===== config.mk =====
export PLATFORM = sky130hd
export DESIGN_NAME = zfill_engine
export DESIGN_NICKNAME = d
export VERILOG_FILES = /design/src/rtl/zfill_engine.sv
export SDC_FILE = /design/constraint.sdc
export NUM_CORES = 1
export LEC_CHECK = 0
export ABC_AREA = 1
export BUFFER_PORTS_ARGS = -buffer_cell sky130_fd_sc_hd__buf_4
export CORE_MARGIN = 3
export CORE_UTILIZATION = 45
export CTS_CLUSTER_DIAMETER = 120
export CTS_CLUSTER_SIZE = 25
export DETAILED_ROUTE_END_ITERATION = 6
export PLACE_DENSITY = 0.76
export SLEW_MARGIN = 20
export SYNTH_ARGS = -nofsm -noshare
export SYNTH_HDL_FRONTEND = slang
export SYNTH_SLANG_ARGS = --single-unit

===== constraint.sdc =====
create_clock -name clk -period 3.1 [get_ports clk]
set_input_delay 0.155 -clock clk [delete_from_list [all_inputs] [get_ports clk]]
set_output_delay 0.155 -clock clk [all_outputs]
set_load 0.01 [all_outputs]

===== src/rtl/zfill_engine.sv =====
module zfill_engine #(
  parameter int ADDR_W      = 32,
  parameter int CHUNK_BYTES = 4096,
  parameter int LEN_W       = $clog2(CHUNK_BYTES) + 1
) (
  input  logic              clk,
  input  logic              rst_n,
  input  logic              reg_we,
  input  logic [15:0]       reg_addr,
  input  logic [63:0]       reg_wdata,
  output logic [63:0]       reg_rdata,
  output logic              mem_valid,
  output logic [ADDR_W-1:0] mem_addr,
  output logic [LEN_W-1:0]  mem_len,
  output logic [63:0]       mem_data,
  input  logic              mem_ready,
  output logic              busy,
  output logic              done_irq
);
  localparam logic [15:0] OFS_FIRST = 16'h3030;
  localparam logic [15:0] OFS_LAST  = 16'h3038;
  localparam logic [15:0] OFS_CMD   = 16'h3800;
  localparam logic [15:0] OFS_STAT  = 16'h3808;
  localparam logic [63:0] OP_ZERO   = 64'h11;
  localparam logic [ADDR_W:0] CHUNK = (ADDR_W+1)'(CHUNK_BYTES);

  logic [63:0]       first_q, last_q, cmd_q;
  logic              err_q;
  logic [ADDR_W-1:0] cur_q;
  logic [ADDR_W:0]   rem_q;

  wire cmd_wr  = reg_we && reg_addr == OFS_CMD && !busy;
  wire stat_wr = reg_we && reg_addr == OFS_STAT;
  wire reverse = last_q[ADDR_W-1:0] < first_q[ADDR_W-1:0];
  wire [ADDR_W:0] span = {1'b0, last_q[ADDR_W-1:0]} - {1'b0, first_q[ADDR_W-1:0]} + 1'b1;
  wire [ADDR_W:0] chunk = (rem_q > CHUNK) ? CHUNK : rem_q;
  wire accept = mem_valid && mem_ready;

  assign mem_valid = busy;
  assign mem_addr  = cur_q;
  assign mem_len   = chunk[LEN_W-1:0];
  assign mem_data  = '0;

  always_comb begin
    case (reg_addr)
      OFS_FIRST: reg_rdata = first_q;
      OFS_LAST:  reg_rdata = last_q;
      OFS_CMD:   reg_rdata = cmd_q;
      OFS_STAT:  reg_rdata = {62'd0, err_q, busy};
      default:   reg_rdata = '0;
    endcase
  end

  always_ff @(posedge clk) begin
    if (!rst_n) begin
      first_q  <= '0;
      last_q   <= '0;
      cmd_q    <= '0;
      err_q    <= 1'b0;
      busy     <= 1'b0;
      done_irq <= 1'b0;
      cur_q    <= '0;
      rem_q    <= '0;
    end else begin
      done_irq <= 1'b0;
      if (reg_we && reg_addr == OFS_FIRST) first_q <= reg_wdata;
      if (reg_we && reg_addr == OFS_LAST)  last_q  <= reg_wdata;
      if (stat_wr && reg_wdata[1]) err_q <= 1'b0;
      if (cmd_wr) begin
        cmd_q <= reg_wdata;
        if (reg_wdata != OP_ZERO) begin
          err_q <= 1'b1;
        end else if (reverse) begin
          err_q    <= 1'b1;
          done_irq <= 1'b1;
        end else begin
          busy  <= 1'b1;
          cur_q <= first_q[ADDR_W-1:0];
          rem_q <= span;
        end
      end
      if (accept) begin
        cur_q <= cur_q + ADDR_W'(chunk);
        rem_q <= rem_q - chunk;
        if (rem_q == chunk) begin
          busy     <= 1'b0;
          done_irq <= 1'b1;
        end
      end
    end
  end
endmodule



==> metrics.yaml <==
multi_input_area_um2: 10700
netlist_area_um2: 17200
ys_ff_latch: 260
worst-setup-path-type: "flip-flop to flip-flop"
powerDensity_nw_per_um2: 270
ir_drop_v: 0.000373
mostFrequentLayoutCell: "nor2_1"
portBuffers: 195
clockBufferDepth: 3
fin_skew_ns: 0.0383
violations: "negative setup slack"
hp-class: "input pin to flip-flop"
avgSynthCellArea_um2: 6.73
relSlewSlack: 0.371
hpwlAfterDp_um: 44100
clkLatencyLatePin_ns: 0.53
power.leakage_nw: 10.1
rrSetupSlack_ns: -0.05
fin_crit_sh: 1.02
drc_errors: 0
cts_tree: "yes"
ys_types: 51
crit_arrival_ns: 3.61
worstSetupEndpointType: "flip-flop"
synth_edf_count: 0
layout.nets: 3139
synthTopCellsByArea: "dfxtp_1 (30%), nor2_1 (9.9%), nand2_1 (7.9%)"
finalHoldViolations: 0
critPathMaxFanout: 5
area_delta_synth_final_pct: 28.2
seq_area_um2: 5210
vias_per_cell: 5.49
routed.top_layer: "met5"
final_cell_mix: "nor2_1 (418), buf_4 (401), nand2_1 (342), inv_1 (331), dfxtp_1 (253)"
synth_top_area_share: 0.303
postSynth.asyncResetShare: 0
crit-reg2reg-launch: "rem_q[30]"
seq_area_frac_synth: 0.303
grt_pass1_wl_um: 94500
yosys_most_used_dff: "dfxtp_1"
n_fill_cell: 3426
rsz0062_at_grt: "true"
io_pins: 260
die_h_um: 201
grt_use_total: 0.280
dieArea_um2: 40500
met1Wirelength_um: 25300
yosys_warnings: 0
ant_nets: 0
wl_met2_um: 28200
rr_endpoint: "mem_addr[12]"
rows: 70
tns_ns: -0.175
setup_violations: 4
design.core.area_um2: 37100
worstMarginPinSlew_ns: 0.943
drt_first_pass_iters: 5
synth_cells: 2550
finalCriticalPeriod_ns: 3.15
wl_per_cell_um: 17.5
min_from: "rst_n"
grt_max_degree: 89
diodes: 0
drt-total-wl_um: 60300
synth_top_cell_by_area: "dfxtp_1"
drt-initial-drc-count: 1370
cts_root_buf: "clkbuf_16"
antenna_found_initial: 3
hold_depth: 3
slew_violations: 0
ctsHtreeMaxLevel: 1
met3_length_um: 4910
overflow: 0
fin_hold_ws_ns: 0.0162
drv_cap: 0
cts.sinks: 260
run_status: "finished with violations"
layout-drive-gt1-share: 0.195
grt_pass1_vias: 18300
start_util: 0.462
gp_congestion: 0.980
r2r.worst_path.cells: 23
cts_buffers: 15
fmax_mhz: 317
cp.required_ns: 3.55
fp.dieW_um: 201
vias: 18900
holdPathEnd: "cmd_q[55]"
startpoint_type: "flip-flop"
setup_ws_ns: -0.0534
clk_pin_slew_ns: 0.11
power breakdown:
| group | internal, W | switching [W] | leakage [nW] |
|---|---|---|---|
| Clock | 0.000921 | 0.00127 | 0.214 |
| Sequential | 0.00334 | 0.0000000182 | 2.10 |
| Combinational | 0.000163 | 0.000240 | 7.77 |
layer usage:
metal / vias to the layer above / track usage
met5: - / 0
met4: 2 / 0.0890
met3: 127 / 0.0447
met2: 797 / 0.472
met1: 8859 / 0.368
li1: 9156 / -
cell usage after synthesis (3+ instances only):
master      n
nor2_1    454
nand2_1   363
inv_1     336
dfxtp_1   260
o21ai_0   187
a21oi_1   166
a211oi_1  126
nand3_1   125
ha_1       97
clkbuf_1   96
buf_4      66
o221ai_1   64
nand4_1    26
nor3_1     26
nor4_1     22
fa_1       17
xor2_1     13
o21a_1     10
buf_2       9
a31oi_1     6
o22ai_1     6
or2_2       6
a21boi_0    5
a21o_1      5
o31ai_1     5
xnor2_1     5
o211ai_1    4
buf_1       3
buf_6       3
inv_2       3
nand3b_1    3
o21bai_1    3
cell families after synthesis:
group           share of synthesized area
buf+inv                             0.130
flops                               0.303
simple gates                        0.251
xor+xnor                          0.00919
fa+ha+maj                          0.0906
compound gates                      0.215
other cells                      0.000438
worst max-delay path, cell delays in order, from the launching register on:
cell and delay [ns]:
dfxtp_2 0.35, nor2_4 0.16, nand3_2 0.09, nor2_2 0.13, nand2_1 0.09, nor2_2 0.16
nor2_4 0.09, nor2_4 0.14, ha_4 0.15, inv_2 0.04, fa_2 0.39, inv_2 0.07
nand3_2 0.07, nand2_2 0.11, a21boi_4 0.08, buf_4 0.14, o21ai_2 0.12, inv_1 0.06
o21ai_2 0.12, buf_4 0.13, nor2_1 0.03, o22ai_1 0.13, nand2_1 0.08, a21oi_1 0.15
state kept, by name, indices dropped and copies added, names as in the netlist:
name	count
mem_addr	32
first_q	64
cmd_q	64
done_irq	1
last_q	64
busy	1
rem_q	33
err_q	1
final cells by class:
type,instances,share of cell area
multi-input cells,1853,0.486
flip-flops and latches,260,0.237
repair buffers,471,0.171
inverters,340,0.0583
well taps,504,0.0287
clock buffers,15,0.0171
clock inverters,5,0.00267
stage by stage:
| step | setup WS, ns | utilization | cells | power [W] | area, um^2 |
|---|---|---|---|---|---|
| floorplan | 0.00991 | - | 2631 | 0.00363 | 17500 |
| global placement | -0.105 | 0.544 | 3345 | 0.00373 | 20200 |
| detailed placement | -0.195 | 0.544 | 3345 | 0.00374 | 20200 |
| CTS | 0.00197 | 0.578 | 3441 | 0.00595 | 21400 |
| global route | -0.215 | 0.592 | 3448 | 0.00610 | 22000 |
| finish | -0.0534 | 0.592 | 3448 | 0.00593 | 22000 |
worst max path at each step:
stage	startpoint	to	depth (start not counted)
floorplan	rem_q[22]	mem_addr[30]	25
global placement	rem_q[29]	mem_addr[30]	24
detailed placement	rem_q[29]	mem_addr[26]	22
CTS	rem_q[24]	mem_addr[26]	22
global route	rem_q[30]	mem_addr[30]	24
finish	rem_q[30]	mem_addr[12]	23
repair_timing:
item                                   4_1_cts  5_1_grt
endpoints found under the hold margin      192        0
setup endpoints to repair                   21       44
setup buffers                               12        8
hold buffers                                64        0
pin swaps                                   15       52
resized for setup                           29      122
gates cloned                                 0        0
Note: power is estimated with default switching activity, not from simulation.
